## config.mk

```make
export PLATFORM = sky130hd
export DESIGN_NAME = seg_xlate
export DESIGN_NICKNAME = d
export VERILOG_FILES = /design/src/rtl/seg_xlate_pkg.sv /design/src/rtl/seg_xlate_rst_sync.sv /design/src/rtl/seg_xlate_len_chk.sv /design/src/rtl/seg_xlate_ent_chk.sv /design/src/rtl/seg_xlate.sv
export SDC_FILE = /design/constraint.sdc
export NUM_CORES = 1
export LEC_CHECK = 0
export BUFFER_PORTS_ARGS = -buffer_cell sky130_fd_sc_hd__buf_2
export CAP_MARGIN = 40
export CORE_UTILIZATION = 45
export CTS_CLUSTER_DIAMETER = 100
export DETAILED_ROUTE_END_ITERATION = 6
export PLACE_DENSITY = 0.81
export SKIP_LAST_GASP = 1
export SYNTH_ARGS = -nofsm -noshare
export SYNTH_HDL_FRONTEND = slang
export SYNTH_SLANG_ARGS = --single-unit
```

## constraint.sdc

```tcl
create_clock -name clk -period 2.6 [get_ports clk]
set_clock_uncertainty 0.2 [all_clocks]
set_input_delay 0.26 -clock clk [delete_from_list [all_inputs] [get_ports clk]]
set_output_delay 0.26 -clock clk [all_outputs]
set_load 0.01 [all_outputs]
```

## src/rtl/seg_xlate_pkg.sv

```systemverilog
package seg_xlate_pkg;

  typedef enum logic [1:0] {
    FLT_NONE  = 2'd0,
    FLT_SEG   = 2'd1,
    FLT_BOUND = 2'd2,
    FLT_PROT  = 2'd3
  } fault_e;

  typedef enum logic [1:0] {
    ACC_READ  = 2'd0,
    ACC_WRITE = 2'd1,
    ACC_EXEC  = 2'd2,
    ACC_RSVD  = 2'd3
  } acc_e;

  typedef enum logic [1:0] {
    ST_IDLE = 2'd0,
    ST_LOOK = 2'd1,
    ST_WAIT = 2'd2,
    ST_DONE = 2'd3
  } state_e;

  localparam int RIGHTS_W = 3;
  localparam int RIGHT_RD = 0;
  localparam int RIGHT_WR = 1;
  localparam int RIGHT_EX = 2;

endpackage

```

## src/rtl/seg_xlate_rst_sync.sv

```systemverilog
module seg_xlate_rst_sync #(
  parameter int STAGES = 2
) (
  input  logic clk,
  input  logic rst_n,
  output logic rst_n_sync
);

  logic [STAGES-1:0] chain_q;

  always_ff @(posedge clk or negedge rst_n) begin
    if (!rst_n) chain_q <= '0;
    else        chain_q <= {chain_q[STAGES-2:0], 1'b1};
  end

  assign rst_n_sync = chain_q[STAGES-1];

endmodule

```

## src/rtl/seg_xlate_len_chk.sv

```systemverilog
module seg_xlate_len_chk #(
  parameter int SEG_W = 4
) (
  input  logic [SEG_W-1:0] seg,
  input  logic [SEG_W:0]   tbl_len,
  output logic             illegal
);

  // The length counts segments, so a length of 2^SEG_W admits every number.
  assign illegal = ({1'b0, seg} >= tbl_len);

endmodule

```

## src/rtl/seg_xlate_ent_chk.sv

```systemverilog
module seg_xlate_ent_chk
  import seg_xlate_pkg::*;
#(
  parameter int OFF_W = 12,
  parameter int PA_W  = 16  // must be at least OFF_W
) (
  input  logic [PA_W+OFF_W+3:0] entry,
  input  logic [OFF_W-1:0]      offset,
  input  acc_e                  acc,
  output fault_e                fault,
  output logic [PA_W-1:0]       paddr
);

  localparam int LEN_LSB = PA_W;
  localparam int LEN_MSB = PA_W + OFF_W;
  localparam int RT_LSB  = PA_W + OFF_W + 1;

  logic [PA_W-1:0]     seg_base;
  logic [OFF_W:0]      seg_len;
  logic [RIGHTS_W-1:0] rights;
  logic [PA_W:0]       sum;
  logic                past_len;
  logic                carry_out;
  logic                allowed;

  assign seg_base = entry[PA_W-1:0];
  assign seg_len  = entry[LEN_MSB:LEN_LSB];
  assign rights   = entry[RT_LSB+RIGHTS_W-1:RT_LSB];

  assign sum       = {1'b0, seg_base} + (PA_W+1)'(offset);
  assign past_len  = ({1'b0, offset} >= seg_len);
  assign carry_out = sum[PA_W];

  always_comb begin
    unique case (acc)
      ACC_READ:  allowed = rights[RIGHT_RD];
      ACC_WRITE: allowed = rights[RIGHT_WR];
      ACC_EXEC:  allowed = rights[RIGHT_EX];
      default:   allowed = 1'b0;
    endcase
  end

  always_comb begin
    if (past_len || carry_out) fault = FLT_BOUND;
    else if (!allowed)         fault = FLT_PROT;
    else                       fault = FLT_NONE;
  end

  assign paddr = (fault == FLT_NONE) ? sum[PA_W-1:0] : '0;

endmodule

```

## src/rtl/seg_xlate.sv

```systemverilog
module seg_xlate
  import seg_xlate_pkg::*;
#(
  parameter int SEG_W      = 4,
  parameter int OFF_W      = 12,
  parameter int PA_W       = 16,
  parameter int TBL_AW     = 8,
  parameter int RST_STAGES = 2
) (
  input  logic                    clk,
  input  logic                    rst_n,
  input  logic                    cfg_we,
  input  logic [TBL_AW-1:0]       cfg_tbl_base,
  input  logic [SEG_W:0]          cfg_tbl_len,
  input  logic                    req_valid,
  output logic                    req_ready,
  input  logic [SEG_W+OFF_W-1:0]  req_laddr,
  input  logic [1:0]              req_acc,
  output logic                    mem_rd_en,
  output logic [TBL_AW-1:0]       mem_rd_addr,
  input  logic [PA_W+OFF_W+3:0]   mem_rd_data,
  output logic                    rsp_valid,
  output logic [1:0]              rsp_fault,
  output logic [PA_W-1:0]         rsp_paddr
);

  localparam int LA_W = SEG_W + OFF_W;

  logic arst_n;

  seg_xlate_rst_sync #(.STAGES(RST_STAGES)) u_rst_sync (
    .clk        (clk),
    .rst_n      (rst_n),
    .rst_n_sync (arst_n)
  );

  // Request fields
  logic [SEG_W-1:0] req_seg;
  logic [OFF_W-1:0] req_off;
  assign req_seg = req_laddr[LA_W-1:OFF_W];
  assign req_off = req_laddr[OFF_W-1:0];

  // State and registers
  state_e              state_q, state_d;
  logic                run_q;
  logic [OFF_W-1:0]    off_q;
  acc_e                acc_q;
  logic [TBL_AW-1:0]   ent_addr_q, ent_addr_d;
  fault_e              fault_q, fault_d;
  logic [PA_W-1:0]     paddr_q, paddr_d;
  logic [TBL_AW-1:0]   tbl_base_q;
  logic [SEG_W:0]      tbl_len_q;

  // Clock enables
  logic ld_req, ld_rsp, ld_cfg;
  logic accept;
  logic seg_illegal;

  fault_e          chk_fault;
  logic [PA_W-1:0] chk_paddr;

  seg_xlate_len_chk #(.SEG_W(SEG_W)) u_len_chk (
    .seg     (req_seg),
    .tbl_len (tbl_len_q),
    .illegal (seg_illegal)
  );

  seg_xlate_ent_chk #(.OFF_W(OFF_W), .PA_W(PA_W)) u_ent_chk (
    .entry  (mem_rd_data),
    .offset (off_q),
    .acc    (acc_q),
    .fault  (chk_fault),
    .paddr  (chk_paddr)
  );

  assign req_ready  = run_q && (state_q == ST_IDLE);
  assign accept     = req_valid && req_ready;
  assign ent_addr_d = tbl_base_q + TBL_AW'(req_seg);

  // Next-state logic
  always_comb begin
    state_d = state_q;
    ld_req  = 1'b0;
    ld_rsp  = 1'b0;
    fault_d = FLT_NONE;
    paddr_d = '0;
    unique case (state_q)
      ST_IDLE: begin
        if (accept) begin
          if (seg_illegal) begin
            state_d = ST_DONE;
            ld_rsp  = 1'b1;
            fault_d = FLT_SEG;
          end else begin
            state_d = ST_LOOK;
            ld_req  = 1'b1;
          end
        end
      end
      ST_LOOK: state_d = ST_WAIT;
      ST_WAIT: begin
        state_d = ST_DONE;
        ld_rsp  = 1'b1;
        fault_d = chk_fault;
        paddr_d = chk_paddr;
      end
      ST_DONE: state_d = ST_IDLE;
      default: state_d = ST_IDLE;
    endcase
  end

  assign ld_cfg = cfg_we && req_ready;

  // Registers
  always_ff @(posedge clk or negedge arst_n) begin
    if (!arst_n) begin
      state_q <= ST_IDLE;
      run_q   <= 1'b0;
    end else begin
      state_q <= state_d;
      run_q   <= 1'b1;
    end
  end

  always_ff @(posedge clk or negedge arst_n) begin
    if (!arst_n) begin
      off_q      <= '0;
      acc_q      <= ACC_READ;
      ent_addr_q <= '0;
    end else if (ld_req) begin
      off_q      <= req_off;
      acc_q      <= acc_e'(req_acc);
      ent_addr_q <= ent_addr_d;
    end
  end

  always_ff @(posedge clk or negedge arst_n) begin
    if (!arst_n) begin
      fault_q <= FLT_NONE;
      paddr_q <= '0;
    end else if (ld_rsp) begin
      fault_q <= fault_d;
      paddr_q <= paddr_d;
    end
  end

  always_ff @(posedge clk or negedge arst_n) begin
    if (!arst_n) begin
      tbl_base_q <= '0;
      tbl_len_q  <= '0;
    end else if (ld_cfg) begin
      tbl_base_q <= cfg_tbl_base;
      tbl_len_q  <= cfg_tbl_len;
    end
  end

  // Outputs
  assign mem_rd_en   = (state_q == ST_LOOK);
  assign mem_rd_addr = ent_addr_q;
  assign rsp_valid   = (state_q == ST_DONE);
  assign rsp_fault   = fault_q;
  assign rsp_paddr   = paddr_q;

endmodule

```

### Word level (Yosys, flattened, before mapping)

Cells that the tools add are included.

| operators by class | value |
|---|---|
| add/sub/neg operators | 2 |
| order comparisons | 2 |
| equal/unequal tests | 6 |
| multiplexer cells | 17 |
| reduce and logical (&&, ||, !) cells | 7 |

Operator list:

| cell | count |
|---|---|
| 2-to-1 mux 16 bit | 2 |
| adder 16 x 12 -> 17 bit | 1 |
| >= comparator 12 x 13 -> 1 bit | 1 |
| adder 8 x 4 -> 8 bit | 1 |
| 2-to-1 mux 2 bit | 4 |
| one-hot mux 2 bit (4 select lines) | 1 |
| 2-to-1 mux 1 bit | 7 |
| equality test 2 bit (second input constant) | 3 |
| zero test 2 bit | 3 |
| >= comparator 4 x 5 -> 1 bit | 1 |
| equality test 2 x 1 -> 1 bit (second input constant) | 2 |
| one-hot mux 2 bit (2 select lines) | 1 |
| logical AND 1 bit | 3 |
| one-hot mux 1 bit (3 select lines) | 1 |
| inequality test 2 bit (second input constant) | 1 |
| one-hot mux 1 bit (2 select lines) | 1 |
| logical OR 1 bit | 1 |

| word-level totals | value |
|---|---|
| flip-flop bits (word level) | 58 |
| input bits | 67 |
| output and inout bits | 29 |
| word-level logic and storage cells | 44 |

### Depth between registers and ports, before layout

Gate-level depths: netlist of the first run.

| logic depth | value |
|---|---|
| depth after elaboration | 7 |
| gate-level depth with buffers | 10 |
| mapped depth without buffers | 9 |

### Modules after synthesis

From an unflattened synthesis of the first run, not the netlist that was laid out.

| second synthesis, totals | value |
|---|---|
| cells, all modules | 387 |
| area total of the unflattened synthesis | 3,726.1 um^2 |

Modules (own cells, without submodules):

| module | times used | cells each | area each (um^2) | seq. area each (um^2) |
|---|---|---|---|---|
| seg_xlate | 1 | 208 | 2,391.0 | 1,401.3 |
| seg_xlate_ent_chk | 1 | 162 | 1,186.1 | 0.0 |
| seg_xlate_len_chk | 1 | 14 | 95.1 | 0.0 |
| seg_xlate_rst_sync | 1 | 3 | 53.8 | 50.0 |

### Worst setup path after synthesis of the first run

Ideal clock, no wire load.

| timing | value |
|---|---|
| kind | flip-flop to flip-flop |
| start | reg off_q[0] |
| end | reg paddr_q[14] (netlist: rsp_paddr[14]) |
| setup time | 0.121 ns |
| data arrival time | 2.161 ns |
| required time | 2.279 ns |
| slack | 0.118 ns |
| cell stages (with the launch flop) | 11 |
| buffers on the path | 1 |
| period minus slack after synthesis | 2.482 ns |
| cell sequence | dfrtp_1 > ha_1 > inv_1 > fa_1 > nand2b_1 > a211oi_2 > o211ai_2 > a41oi_2 > nor3b_4 > buf_6 > a22o_1 |

| between the ends | value |
|---|---|
| longest elaborated chain between the ends | 6 |
| elaborated cells on any way between the ends | 7 |
| classes of those cells | add/sub (1); order compare (1); mux (3); reduce/logical (2) |

Ends and longest elaborated chain:

| what | RTL line | RTL |
|---|---|---|
| start: declaration | seg_xlate.sv:46 | `logic [OFF_W-1:0] off_q;` |
| start signal: assignment | seg_xlate.sv:131 | `off_q <= req_off;` |
| adder 16 x 12 -> 17 bit or >= comparator 12 x 13 -> 1 bit (tied branches) | seg_xlate_ent_chk.sv:30, seg_xlate_ent_chk.sv:31 |  |
| logical OR 1 bit | seg_xlate_ent_chk.sv:44 | `if (past_len \|\| carry_out) fault = FLT_BOUND;` |
| 2-to-1 mux 2 bit | seg_xlate_ent_chk.sv:44 |  |
| zero test 2 bit | seg_xlate_ent_chk.sv:49 | `assign paddr = (fault == FLT_NONE) ? sum[PA_W-1:0] : '0;` |
| 2-to-1 mux 16 bit (*) | seg_xlate_ent_chk.sv:49 |  |
| 2-to-1 mux 16 bit (*) | seg_xlate.sv:87 | `unique case (state_q)` |
| end signal: assignment | seg_xlate.sv:143 | `paddr_q <= paddr_d;` |
| end: declaration | seg_xlate.sv:50 | `logic [PA_W-1:0] paddr_q, paddr_d;` |

Every way passes the cells marked *; elsewhere a longest branch is shown, timed or not.
A chain may end at the register's enable or synchronous reset.

### Final worst setup path of the first run

| timing | value |
|---|---|
| start | reg off_q[0] |
| end | reg paddr_q[2] (netlist: rsp_paddr[2]) |

Same word-level chain as after synthesis.

==> results.txt, run 1 <==
* Result of the run: finished with violations
- Violations in the final reports: setup timing
- Final routed DRC violation total: 0
- Simple-Gate Fraction of Synth Area: 7.89%
- Largest net degree at the start of global routing: 35
* Via total after detailed routing: 2954
- Via-per-instance ratio: 5.22
* Timing-limited maximum frequency: 383 MHz
* Fill count: 591
* TNS Setup: -0.0140 ns
* Path class of the lowest-slack min-delay path: flop to asynchronous set/reset pin
* Placed Area: 4150 um^2
* Synth Area in Compound Gates: 18.1%
* Total design power: 5.19 mW
- Sequential cell area: 1450 um^2
* First-pass detailed-route iteration total: 5
- In the synthesized netlist the dominant register cell turns out to be sky130_fd_sc_hd__dfrtp_1.
* Worst VDD drop: 0.480 mV
- Number of clock buffers inserted by TritonCTS: 9
* Number of H-tree levels: 3
- Number of placed instances with taps included: 517
* Final Hold Viols: 0
- After synthesis, the share of flip-flops with an asynchronous set or reset is 100%.
* Worst setup path category: flop to flop
- Netlist area before placement: 3520 um^2
- Relative slew slack: 55.8%
* Remaining global-route overflow: 0
- Bufs on Longest Clock Path: 2
- Total track usage: 21.7%
- The initial utilization of the core area, before any placement, comes to 47.5%.
* IO Port Bufs: 95
- For the worst setup path, the data required time is 2.63 ns.
- Worst-margin pin slew: 0.663 ns
* Number of non-filler instances in the completed layout: 566
- Endpoint class of the critical path: flop
- In the final layout, the share of cells above drive strength 1 is 36.2%.
- Pwr/cell area: 1100 nW/um^2
- Leakage: 2.41 nW
- Area growth from synthesis to final layout: 33.9%
- The synthesized netlist devotes 4.23% of its cell area to XOR and XNOR gates.
- Average wire per cell in the routed design: 14.9 um
- Setup slack on the critical path of the routed design comes to -0.0140 ns.
- The routed design has 8.45 mm of wire.
- First-pass GRT wire length: 13.8 mm
- For this run, the number of Yosys warnings is 0.
- Number of max-slew violations in the final report: 0
- Measured on the finished design, the core utilization comes to 63.6%.
* Clock insertion delay at the later pin of the skew report: 0.34 ns
- Violation count after the first detailed-routing iteration: 78
- Clock-pin slew reported for the worst setup and hold paths after clock tree synthesis: 0.08 ns
- The worst path in the final design needs a cycle of 2.61 ns, including I/O delays and setup.
* Count of unique library cells instantiated by Yosys: 58
- Final hold slack: 0.0440 ns
- The cell sitting at the root of the clock tree is a sky130_fd_sc_hd__clkbuf_8.
* Average size of a mapped cell: 10.9 um^2
* Endpoint arrival time on the critical path: 2.65 ns
- Nets: 567
- Setup repair after global routing could not meet its margin everywhere.
* Multi-input gate area in the final layout: 1920 um^2
- Main combinational cell family by area after synthesis: compound AO/OA/AOI/OAI gates
* Sequential cell area fraction in the yosys report: 41.2%
- Count of state elements after synthesis: 58
- In the synthesized netlist, the number of instances is 322.
- 96 I/O pins were placed.
* Weighted congestion reported at the end of routability-driven placement: 0.864
* CORE AREA: 7410 um^2
- Max-cap violations in this run came to 0.
- Measured along the x axis, the die boundary spans 90.4 um.
- CP max FO: 17
* Number of routed nets with antenna violations: 0
- In this run the vertical extent of the chip is 90.4 um.
- The floorplan has 31 rows.
* Most frequent cells in the layout: sky130_fd_sc_hd__buf_2, sky130_fd_sc_hd__dfrtp_1, sky130_fd_sc_hd__ha_1
* Number of enable flip-flop cells after synthesis: 0
* Antenna fix cells: 0
- Multiplexer fraction of the synthesized cell area: 9.53%
- Die Footprint: 8180 um^2
- Place WS: -0.0101 ns
- After layout, the worst path uses 101% of the clock period.
* HPWL Detailed: 6.29 mm
- Via count of the first global-routing pass: 3009
* Antenna violations before repair: 0
- The clock drives 58 sinks.
- Setup violations remaining at the end of the flow were counted as 1.
- CP Launch Type: flop
- The synthesized netlist devotes 13.9% of its cell area to adder and majority cells.
* Finished Cell Area: 4710 um^2
- TritonCTS built the clock tree.
- Leaving out fill and tap cells, the most frequent cell in the layout is sky130_fd_sc_hd__buf_2.
-- power by group --
| part | switching [mW] | total, mW | internal [mW] |
|---|---|---|---|
| registers | 0.297 | 1.61 | 1.31 |
| clock network | 0.394 | 0.939 | 0.545 |
| logic | 1.32 | 2.64 | 1.32 |
| total | 2.01 | 5.19 | 3.18 |
-- synthesized netlist by cell type, types with 3 or more instances --
| cell type | instances | area share, % |
|---|---|---|
| sky130_fd_sc_hd__a21o_1 | 9 | 1.9 |
| sky130_fd_sc_hd__a21oi_1 | 17 | 2.4 |
| sky130_fd_sc_hd__a22o_1 | 14 | 3.5 |
| sky130_fd_sc_hd__a31oi_1 | 4 | 0.71 |
| sky130_fd_sc_hd__buf_4 | 3 | 0.64 |
| sky130_fd_sc_hd__dfrtp_1 | 58 | 41 |
| sky130_fd_sc_hd__ha_1 | 36 | 13 |
| sky130_fd_sc_hd__inv_1 | 30 | 3.2 |
| sky130_fd_sc_hd__mux2_2 | 28 | 9.0 |
| sky130_fd_sc_hd__nand2_1 | 16 | 1.7 |
| sky130_fd_sc_hd__nand2b_1 | 5 | 0.89 |
| sky130_fd_sc_hd__nand3_1 | 7 | 1.0 |
| sky130_fd_sc_hd__nor2_1 | 7 | 0.75 |
| sky130_fd_sc_hd__nor2b_1 | 3 | 0.53 |
| sky130_fd_sc_hd__nor3_1 | 3 | 0.43 |
| sky130_fd_sc_hd__o2111ai_1 | 3 | 0.75 |
| sky130_fd_sc_hd__o21ai_0 | 12 | 1.7 |
| sky130_fd_sc_hd__o21ai_1 | 3 | 0.43 |
| sky130_fd_sc_hd__xnor2_1 | 9 | 2.2 |
| sky130_fd_sc_hd__xor2_1 | 8 | 2.0 |
-- final cells by class --
cell class / instances / area share, %
Tap cell: 99 / 2.63
Clock buffer: 9 / 2.63
Multi-Input combinational cell: 226 / 40.7
Inverter: 31 / 2.49
Timing Repair Buffer: 136 / 18.6
Sequential cell: 58 / 30.8
Clock inverter: 7 / 2.15
-- logic make-up (layout without fill, tap and decap cells) --
kind of cell / count (synthesis) / after routing
AOI/OAI and AO/OA: 86 / 86
xor gates and xnor gates: 17 / 17
adders and majority gates: 38 / 38
buffers and inverters: 39 / 183
DFF: 58 / 58
muxes: 30 / 30
other: 1 / 2
and+or+nand+nor: 53 / 53
-- state kept, by name, indices dropped and copies added (netlist names) --
name and cells:
run_q 1, u_rst_sync.chain_q 2, rsp_paddr 16, rsp_fault 2
tbl_base_q 8, off_q 12, state_q 2, acc_q 2
mem_rd_addr 8, tbl_len_q 5
-- timing repair --
item / 4_1_cts / 5_1_grt
pin swaps: 3 / 3
resized for setup: 1 / 3
hold buffers: 28 / 0
hold endpoints to repair: 29 / 0
buffers inserted: 2 / 4
cloned: 0 / 0
endpoints found under the setup margin: 2 / 17
-- worst max-delay path, stage by stage, from the launching register on --
cell	delay, ns
sky130_fd_sc_hd__dfrtp_1	0.36
sky130_fd_sc_hd__ha_2	0.18
sky130_fd_sc_hd__inv_1	0.06
sky130_fd_sc_hd__fa_2	0.36
sky130_fd_sc_hd__nand2b_4	0.17
sky130_fd_sc_hd__a211oi_4	0.24
sky130_fd_sc_hd__o211ai_2	0.16
sky130_fd_sc_hd__a41oi_2	0.30
sky130_fd_sc_hd__nor3b_4	0.08
sky130_fd_sc_hd__buf_12	0.15
sky130_fd_sc_hd__a32o_1	0.24
-- final timing paths --
check / from / endpoint / slack [ns] / cells after the start
min in group clk: req_laddr[12] / mem_rd_addr[0] / 0.09 / 3
max reg2reg: off_q[0] / rsp_paddr[2] / -0.01 / 10
min reg2reg: u_rst_sync.chain_q[1] / tbl_len_q[1] / 0.04 / 0
max: off_q[0] / rsp_paddr[2] / -0.01 / 10
max in group asynchronous: u_rst_sync.chain_q[1] / rsp_paddr[12] / 1.58 / 1
min: u_rst_sync.chain_q[1] / tbl_len_q[1] / 0.04 / 0
-- routing by layer --
metal / GRT usage, % / vias up / share of wire [%]
li1: - / 1440 / -
met1: 25.6 / 1399 / 42
met2: 36.8 / 92 / 50
met3: 5.30 / 23 / 4.8
met4: 11.0 / 0 / 3.3
met5: 0 / - / 0
No activity file was read; power rests on OpenSTA's default activity.
==> run 2, diff against run 1 <==
--- a/config.mk
+++ b/config.mk
@@ -7,10 +7,12 @@
 export LEC_CHECK = 0
 export BUFFER_PORTS_ARGS = -buffer_cell sky130_fd_sc_hd__buf_2
 export CAP_MARGIN = 40
-export CORE_UTILIZATION = 45
+export CELL_PAD_IN_SITES_DETAIL_PLACEMENT = 1
+export CELL_PAD_IN_SITES_GLOBAL_PLACEMENT = 2
+export CORE_UTILIZATION = 33
 export CTS_CLUSTER_DIAMETER = 100
 export DETAILED_ROUTE_END_ITERATION = 6
-export PLACE_DENSITY = 0.81
+export PLACE_DENSITY = 0.91
 export SKIP_LAST_GASP = 1
 export SYNTH_ARGS = -nofsm -noshare
 export SYNTH_HDL_FRONTEND = slang
==> run 2 against run 1 <==
The flow now finishes without violations. Design area rose by 0.40%. Maximum frequency increased by 4.7%. Worst hold slack got worse by 0.016 ns. Via count down 1.9%. Sequential share of layout area is 0.12 points lower. Power fell by 1.4%. Critical path depth down 3. Clock power shrank 12%. Clock-buffer cell count unchanged. Worst setup slack improved by 0.12 ns. Sequential power is essentially flat. Sequential cell count unchanged. Critical path type unchanged. Critical endpoint is now rsp_paddr[9]. Largest power group unchanged.
==> results.txt, run 2 (synthesis gave the netlist of run 1 again) <==
- Remaining global-route overflow: 0 (unchanged)
- The most common cell after layout, fill and taps aside was sky130_fd_sc_hd__buf_2 (unchanged).
- Horiz. Die Dim: 105 um (was 90.4 um)
- Fraction of power spent switching nets: 40.0% (was 38.7%)
- TNS Setup: 0 ns (was -0.0140 ns)
- The clock tree from TritonCTS is yes (unchanged).
- Die Height: 105 um (was 90.4 um)
- Antenna violations before repair: 0 (unchanged)
* Required time at the endpoint of the critical path: 2.62 ns (was 2.63 ns)
* Starting density of the core: 34.1% (was 47.5%)
- The part of the power in the clock network came to 16.1% (was 18.1%).
- The area of the multi-input gates is 1930 um^2 (was 1920 um^2).
- Area growth from synthesis to final layout: 34.5% (was 33.9%)
- The count of nets left with antenna violations after detail routing is 0 (unchanged).
* Cell Int Power: 3.07 mW (was 3.18 mW)
- Worst-margin pin slew: 0.510 ns (was 0.663 ns)
- The number of placed instances, taps included came to 558 (was 517).
- The final core utilization is 45.8% (was 63.6%).
- The total area of sequential cells is 1450 um^2 (unchanged).
- Via count of the first global-routing pass: 3196 (was 3009)
- Cell row count: 37 (was 31)
* Most frequent cells in the layout: sky130_fd_sc_hd__buf_2, sky130_fd_sc_hd__dfrtp_1, sky130_fd_sc_hd__ha_1 (unchanged)
- Final hold slack: 0.0281 ns (was 0.0440 ns)
- Post-CTS repair timing setup buffer count: 0 (was 2)
* Routed Wire Length: 9.58 mm (was 8.45 mm)
* Sinks on Clock Net: 58 (unchanged)
- Worst setup path category: flop to flop (unchanged)
- Clock insertion delay at the later pin of the skew report: 0.34 ns (about the same)
- Nets: 566 (was 567)
* Total track usage: 18.1% (was 21.7%)
- Leakage: 2.40 nW (was 2.41 nW)
* Number of non-filler instances in the completed layout: 602 (was 566)
- Endpoint arrival time on the critical path: 2.52 ns (was 2.65 ns)
- The overall via count from detail_route is 2897 (was 2954).
- First-pass GRT wire length: 15.5 mm (was 13.8 mm)
- Largest net degree at the start of global routing: 37 (was 35)
* Total design power: 5.12 mW (was 5.19 mW)
- The combinational fraction of design power was 52.5% (was 50.9%).
- The number of CTS-inserted buffers was 9 (unchanged).
* Violation count after the first detailed-routing iteration: 89 (was 78)
- Clock-pin slew reported for the worst setup and hold paths after clock tree synthesis: 0.08 ns (about the same)
- Result of the run: finished clean (was finished with violations).
- Number of max-slew violations in the final report: 0 (unchanged)
- Bufs on Longest Clock Path: 2 (unchanged)
- The minimum setup slack after placement is -0.0000875 ns (was -0.0101 ns).
- Min cycle time layout: 2.50 ns (was 2.61 ns)
- Average wire per cell in the routed design: 15.9 um (was 14.9 um)
* Unrepaired setup endpoints after global routing: yes (unchanged)
- IO Port Bufs: 95 (unchanged)
- The largest stage delay on the critical path is 0.42 ns (was 0.36 ns).
- Die Footprint: 11100 um^2 (was 8180 um^2)
* HPWL Detailed: 7.41 mm (was 6.29 mm)
- The fraction of final layout cells sized beyond drive strength 1 came to 36.5% (was 36.2%).
* Finished Cell Area: 4730 um^2 (was 4710 um^2)
- The maximum fanout along the worst path is 4 (was 17).
- The net switching power came to 2.05 mW (was 2.01 mW).
- Relative slew slack: 66.0% (was 55.8%)
- Placed Area: 4230 um^2 (was 4150 um^2)
- Path class of the lowest-slack min-delay path: flop to asynchronous set/reset pin (unchanged)
* CORE AREA: 10300 um^2 (was 7410 um^2)
* Max reg flops: 16 (unchanged)
* Number of maximum-capacitance violations: 0 (unchanged)
- Antenna fix cells: 0 (unchanged)
* Pwr/cell area: 1080 nW/um^2 (was 1100 nW/um^2)
* Worst VDD drop: 0.363 mV (was 0.480 mV)
- Largest delay share family, worst path: compound AO/OA/AOI/OAI gates (unchanged)
* Final routed DRC violation total: 0 (unchanged)
- Fill count: 1173 (was 591)
- The routability-driven placement congestion ratio came to 0.813 (was 0.864).
- Timing-limited maximum frequency: 401 MHz (was 383 MHz)
- The cell at the root of the clock tree is sky130_fd_sc_hd__clkbuf_8 (unchanged).
* Slack of the critical path: 0.103 ns (was -0.0140 ns)
* # IOs: 96 (unchanged)
- The slowest cell on the critical path is sky130_fd_sc_hd__dfrtp_1 (unchanged).
- WP buf/inv: 0 (was 2)
- Endpoint class of the critical path: flop (unchanged)
- Via-per-instance ratio: 4.81 (was 5.22)
* Share of the clock period used by the worst path: 96.0% (was 101%)
- Final setup violating endpoints: 0 (was 1)
- The fraction of power consumed by sequential logic was 31.4% (was 31.0%).
- Worst-path cell chain: ha_1, a211oi_2, nor3_1, or3_1, a41oi_1, xnor2_1, a22o_1 (was ha_2, inv_1, fa_2, nand2b_4, a211oi_4, o211ai_2, a41oi_2, nor3b_4, buf_12, a32o_1).
- Number of H-tree levels: 3 (unchanged)
* CP Launch Type: flop (unchanged)
* First-pass detailed-route iteration total: 4 (was 5)
- Final Hold Viols: 0 (unchanged)
==> run 2: changes by cell type in the layout (fill, tap and decap cells not counted), sizes merged <==
cell	previous run	this run
buf	108	107
bufinv	2	1
clkinv	3	4
==> run 2: area by class of cell <==
cell class              count  area share (%)
flip-flops and latches     58            30.7
clock buffers               9            2.62
repair buffers            135            18.4
well taps                 136            3.60
multi-input cells         226            40.8
clock inverters             7            1.45
inverters                  31            2.48
==> run 2: path summary, 6_finish.rpt <==
kind                       slack, ns  cells after the start       endpoint             startpoint
hold reg to reg                 0.03                      0  tbl_base_q[0]  u_rst_sync.chain_q[1]
min in group clk                0.11                      3   rsp_paddr[0]         mem_rd_data[0]
hold / removal                  0.03                      0  tbl_base_q[0]  u_rst_sync.chain_q[1]
setup reg to reg                0.10                      7   rsp_paddr[9]               off_q[1]
setup / recovery                0.10                      7   rsp_paddr[9]               off_q[1]
max in group asynchronous       1.59                      1  rsp_paddr[12]  u_rst_sync.chain_q[1]
==> run 2: layer usage <==
layer / vias up / global-route usage, % / share of wire (%)
met3: 12 / 4.21 / 3.3
met1: 1378 / 22.0 / 45
met2: 61 / 31.3 / 50
met5: - / 0 / 0
met4: 0 / 6.34 / 1.9
li1: 1446 / - / -
==> run 2: worst reg2reg max path: cells and delay by family, from the launching register on <==
family          cells  cell delay, ns
fa+ha+maj           1            0.33
compound gates      3            0.78
xor+xnor            1            0.14
flops               1            0.42
simple gates        2            0.51
==> run 2: power by group through the flow <==
stage                     sequential [mW]  combinational (mW)  clock, mW
after floorplan                      1.63                1.80          0
after global placement               1.60                2.49          0
after detailed placement             1.63                2.63          0
after CTS                            1.61                2.66      0.846
after global routing                 1.67                2.99      0.884
final                                1.61                2.69      0.823
==> run 2: what timing repair did <==
action,in CTS,in global routing
gates resized for setup,0,6
setup endpoints to repair,2,17
pin swaps,1,2
endpoints found under the hold margin,29,0
gates cloned,0,0
hold buffers,28,0
==> run 3, diff against run 2 <==
--- a/config.mk
+++ b/config.mk
@@ -9,11 +9,12 @@
 export CAP_MARGIN = 40
 export CELL_PAD_IN_SITES_DETAIL_PLACEMENT = 1
 export CELL_PAD_IN_SITES_GLOBAL_PLACEMENT = 2
-export CORE_UTILIZATION = 33
+export CORE_UTILIZATION = 32
 export CTS_CLUSTER_DIAMETER = 100
 export DETAILED_ROUTE_END_ITERATION = 6
 export PLACE_DENSITY = 0.91
 export SKIP_LAST_GASP = 1
 export SYNTH_ARGS = -nofsm -noshare
 export SYNTH_HDL_FRONTEND = slang
+export SYNTH_HIERARCHICAL = 1
 export SYNTH_SLANG_ARGS = --single-unit
==> run 3 against run 2 <==
Sequential share of layout area down 2.4 points. Maximum frequency fell by 0.76%. Power grew 11%. Largest power group unchanged. Cell count is 12% higher. Highest routed layer unchanged. Critical path type unchanged. Largest cell class unchanged. Clock-buffer cell count increased by 4.
==> results.txt, run 3 <==
- # IOs: 96 (unchanged)
- Ys flop type: sky130_fd_sc_hd__dfrtp_1 (unchanged)
- Counting every net in the synthesized netlist gives 492.
- The transition time at the pin with the least slew margin came to 0.540 ns (was 0.510 ns).
- The Yosys warning count came to 6 (was 0).
- The maximum fanout along the worst path came to 5 (was 4).
- The final wirelength was 10.8 mm (was 9.58 mm).
* Synth cell count leaders: sky130_fd_sc_hd__nand2_1, sky130_fd_sc_hd__dfrtp_1, sky130_fd_sc_hd__ha_1 (was sky130_fd_sc_hd__dfrtp_1, sky130_fd_sc_hd__ha_1, sky130_fd_sc_hd__inv_1)
- Starting density of the core: 32.8% (was 34.1%)
- The fraction of power spent switching nets is 39.7% (was 40.0%).
- The net switching power was 2.25 mW (was 2.05 mW).
* Sequential cell area fraction in the yosys report: 39.0% (was 41.2%)
- The combinational fraction of design power was 51.6% (was 52.5%).
- The total standard cell area after synthesis is 3730 um^2 (was 3520 um^2).
* Unrepaired setup endpoints after global routing: yes (unchanged)
- Final routed DRC violation total: 0 (unchanged)
- The library cell with the highest instance count after synthesis was sky130_fd_sc_hd__nand2_1 (was sky130_fd_sc_hd__dfrtp_1).
- The number of maximum-capacitance constraint violations is 0 (unchanged).
- The clock tree from TritonCTS was yes (unchanged).
* Worst Setup EP: rsp_paddr[12] (was rsp_paddr[9])
- The cell count of the worst reg-to-reg path came to 11 (was 7).
- The cell at the root of the clock tree is sky130_fd_sc_hd__clkbuf_16 (was sky130_fd_sc_hd__clkbuf_8).
- The global-route wire length before repair is 17.3 mm (was 15.5 mm).
- The leakage power came to 2.65 nW (was 2.40 nW).
- IO Port Bufs: 95 (unchanged)
- The number of DRC violations after detailed-routing iteration 0 was 68 (was 89).
- Area growth from synthesis to final layout: 37.6% (was 34.5%)
- Clock insertion delay at the later pin of the skew report: 0.33 ns (was 0.34 ns)
- The class of the most critical hold timing path is primary input to asynchronous set/reset pin (was flop to asynchronous set/reset pin).
- The deepest level of the CTS H-tree is 3 (unchanged).
- The via density per instance came to 4.97 (was 4.81).
- The fraction of final layout cells sized beyond drive strength 1 is 32.4% (was 36.5%).
* CORE AREA: 11400 um^2 (was 10300 um^2)
- Total design power: 5.68 mW (was 5.12 mW)
* Horiz. Die Dim: 110 um (was 105 um)
- Number of enable flip-flop cells after synthesis: 0 (unchanged)
- R2r setup slk: 0.08 ns (was 0.10 ns)
* Finished Cell Area: 5130 um^2 (was 4730 um^2)
- Worst VDD drop: 0.661 mV (was 0.363 mV)
- Via count of the first global-routing pass: 3705 (was 3196)
* Number of max-slew violations in the final report: 0 (unchanged)
- Remaining global-route overflow: 0 (unchanged)
- Cell Int Power: 3.43 mW (was 3.07 mW)
* Count of unique library cells instantiated by Yosys: 58 (unchanged)
- Ys async rst share: 100% (unchanged)
- The number of failing setup endpoints in the final timing report was 0 (unchanged).
- Total track usage: 19.2% (was 18.1%)
* Post-synthesis cell count: 387 (was 322)
- Dominant cells by area after synthesis: sky130_fd_sc_hd__dfrtp_1, sky130_fd_sc_hd__ha_1, sky130_fd_sc_hd__nand2_1, sky130_fd_sc_hd__a22o_1, sky130_fd_sc_hd__mux2_2 (was sky130_fd_sc_hd__dfrtp_1, sky130_fd_sc_hd__ha_1, sky130_fd_sc_hd__mux2_2, sky130_fd_sc_hd__a22o_1, sky130_fd_sc_hd__inv_1).
* First-pass detailed-route iteration total: 5 (was 4)
- Nets: 634 (was 566)
- The standard cell area after detailed placement was 4460 um^2 (was 4230 um^2).
- The most common cell after layout, fill and taps aside was sky130_fd_sc_hd__buf_2 (unchanged).
- Reg-to-reg startpoint: off_q[0] (was off_q[1])
- Cell row count: 39 (was 37)
- Number of non-filler instances in the completed layout: 677 (was 602)
- Timing-limited maximum frequency: 397 MHz (was 401 MHz)
- CP Launch Type: flop (unchanged)
* Fill count: 1320 (was 1173)
* Largest net degree at the start of global routing: 57 (was 37)
- The category of the worst setup path capture point is a flop (unchanged).
* Endpoint arrival time on the critical path: 2.53 ns (was 2.52 ns)
- Antenna violations before repair: 0 (unchanged)
- The part of the power in the clock network came to 20.5% (was 16.1%).
- Worst Setup SP: off_q[0] (was off_q[1])
- Die Footprint: 12100 um^2 (was 11100 um^2)
* Final Hold Viols: 0 (unchanged)
- The average wire per cell in the routed design came to 16.0 um (was 15.9 um).
- The routability-driven placement congestion ratio was 0.770 (was 0.813).
- The category of the most critical setup path was flop to flop (unchanged).
- HPWL Detailed: 7.84 mm (was 7.41 mm)
* Min cycle time layout: 2.52 ns (was 2.50 ns)
- The number of storage elements in the synthesis netlist came to 58 (unchanged).
- Most frequent cells in the layout: sky130_fd_sc_hd__buf_2, sky130_fd_sc_hd__nand2_1, sky130_fd_sc_hd__dfrtp_1 (was sky130_fd_sc_hd__buf_2, sky130_fd_sc_hd__dfrtp_1, sky130_fd_sc_hd__ha_1).
- Max reg flops: 16 (unchanged)
- Bufs on Longest Clock Path: 2 (unchanged)
* Fraction of post-synthesis cell area in the top cell type by area: 39.0% (was 41.2%)
* Required time at the endpoint of the critical path: 2.62 ns (about the same)
* Via total after detailed routing: 3366 (was 2897)
- Capture point of the worst reg-to-reg path: rsp_paddr[12] (was rsp_paddr[9])
- The number of sinks driven by the clock tree is 58 (unchanged).
- The number of CTS-inserted buffers was 9 (unchanged).
* Number of placed instances with taps included: 629 (was 558)
* Sequential power share: 27.9% (was 31.4%)
* Cell type with the highest aggregate area in the netlist: sky130_fd_sc_hd__dfrtp_1 (unchanged)
- Result of the run: finished clean (unchanged).
- Die Height: 110 um (was 105 um)
- Antenna fix cells: 0 (unchanged)
* Pwr/cell area: 1110 nW/um^2 (was 1080 nW/um^2)
- The post-synthesis area per instance came to 9.63 um^2 (was 10.9 um^2).
* Relative slew slack: 64.0% (was 66.0%)
- Clock-pin slew reported for the worst setup and hold paths after clock tree synthesis: 0.05 ns (was 0.08 ns)
- Share of the clock period used by the worst path: 96.8% (was 96.0%)
- The count of nets left with antenna violations after detail routing came to 0 (unchanged).
[run 3: power by group through the flow]
stage	Clock, mW	Combinational, mW	Sequential [mW]
CTS	1.19	2.82	1.58
global route	1.24	3.28	1.63
finish	1.17	2.93	1.59
global placement	0	2.61	1.57
floorplan	0	1.87	1.59
detailed placement	0	2.74	1.59
[run 3: metal layers]
metal  vias to the layer above  GRT usage (%)  wire length (um)
li1                       1626              -                 -
met1                      1634           19.5              4170
met2                        88           36.6              5770
met3                        18           6.28               614
met4                         0           6.57               259
met5                         -              0                 0
[run 3: through the flow]
| stage | hold slack (ns) | worst slack, ns | utilization (%) | setup TNS [ns] |
|---|---|---|---|---|
| global placement | -0.154 | 0.0683 | 39.2 | 0 |
| global route | 0.0412 | -0.0286 | 45.1 | -0.156 |
| detailed placement | -0.150 | -0.0312 | 39.2 | -0.134 |
| floorplan | -0.236 | 0.117 | - | 0 |
| CTS | 0.0311 | 0.0109 | 44.3 | 0 |
| finish | 0.0370 | 0.0843 | 45.1 | 0 |
[run 3: logic make-up (layout without fill, tap and decap cells)]
family                     count (synthesis)  count (layout)  synth area share (%)
and+or+nand+nor                          129             129                  16.8
AOI/OAI and AO/OA                         89              89                  17.6
DFF                                       58              58                  39.0
buffers and inverters                     40             187                  4.87
adders and majority gates                 38              38                  13.2
muxes                                     20              20                  5.81
xor gates and xnor gates                  11              11                  2.59
other                                      2               2                 0.202
[run 3: layout make-up]
| class | instances | area, um^2 | share of cell area (%) |
|---|---|---|---|
| timing repair buffer | 141 | 953 | 18.6 |
| inverter | 30 | 113 | 2.20 |
| sequential | 58 | 1450 | 28.3 |
| multi-input combinational | 289 | 2140 | 41.7 |
| clock inverter | 3 | 40.0 | 0.781 |
| tap | 143 | 179 | 3.49 |
| clock buffer | 13 | 250 | 4.88 |
[run 3: repair_timing]
action,CTS,global route
gates cloned,0,1
hold endpoints to repair,29,0
resized for setup,3,13
setup buffers,0,3
pin swaps,1,16
hold buffers,28,0
setup endpoints to repair,8,16
[run 3: worst min-delay path by stage]
stage | to | slack (ns) | cells past startpoint
CTS | u_rst_sync/chain_q[0] | 0.03 | 2
global route | u_rst_sync/chain_q[0] | 0.04 | 2
global placement | u_rst_sync/chain_q[0] | -0.15 | 1
floorplan | u_rst_sync/chain_q[0] | -0.24 | 0
detailed placement | u_rst_sync/chain_q[0] | -0.15 | 1
finish | u_rst_sync/chain_q[1] | 0.04 | 2
[run 3: critical path: stages (launching register included)]
cell                       delay (ns)
sky130_fd_sc_hd__dfrtp_1         0.36
sky130_fd_sc_hd__ha_2            0.19
sky130_fd_sc_hd__inv_2           0.04
sky130_fd_sc_hd__fa_2            0.36
sky130_fd_sc_hd__nand2b_4        0.16
sky130_fd_sc_hd__a21oi_4         0.14
sky130_fd_sc_hd__o21ai_2         0.08
sky130_fd_sc_hd__a211oi_2        0.25
sky130_fd_sc_hd__nand3b_4        0.22
sky130_fd_sc_hd__buf_12          0.13
sky130_fd_sc_hd__nor3_1          0.05
sky130_fd_sc_hd__a22o_1          0.23
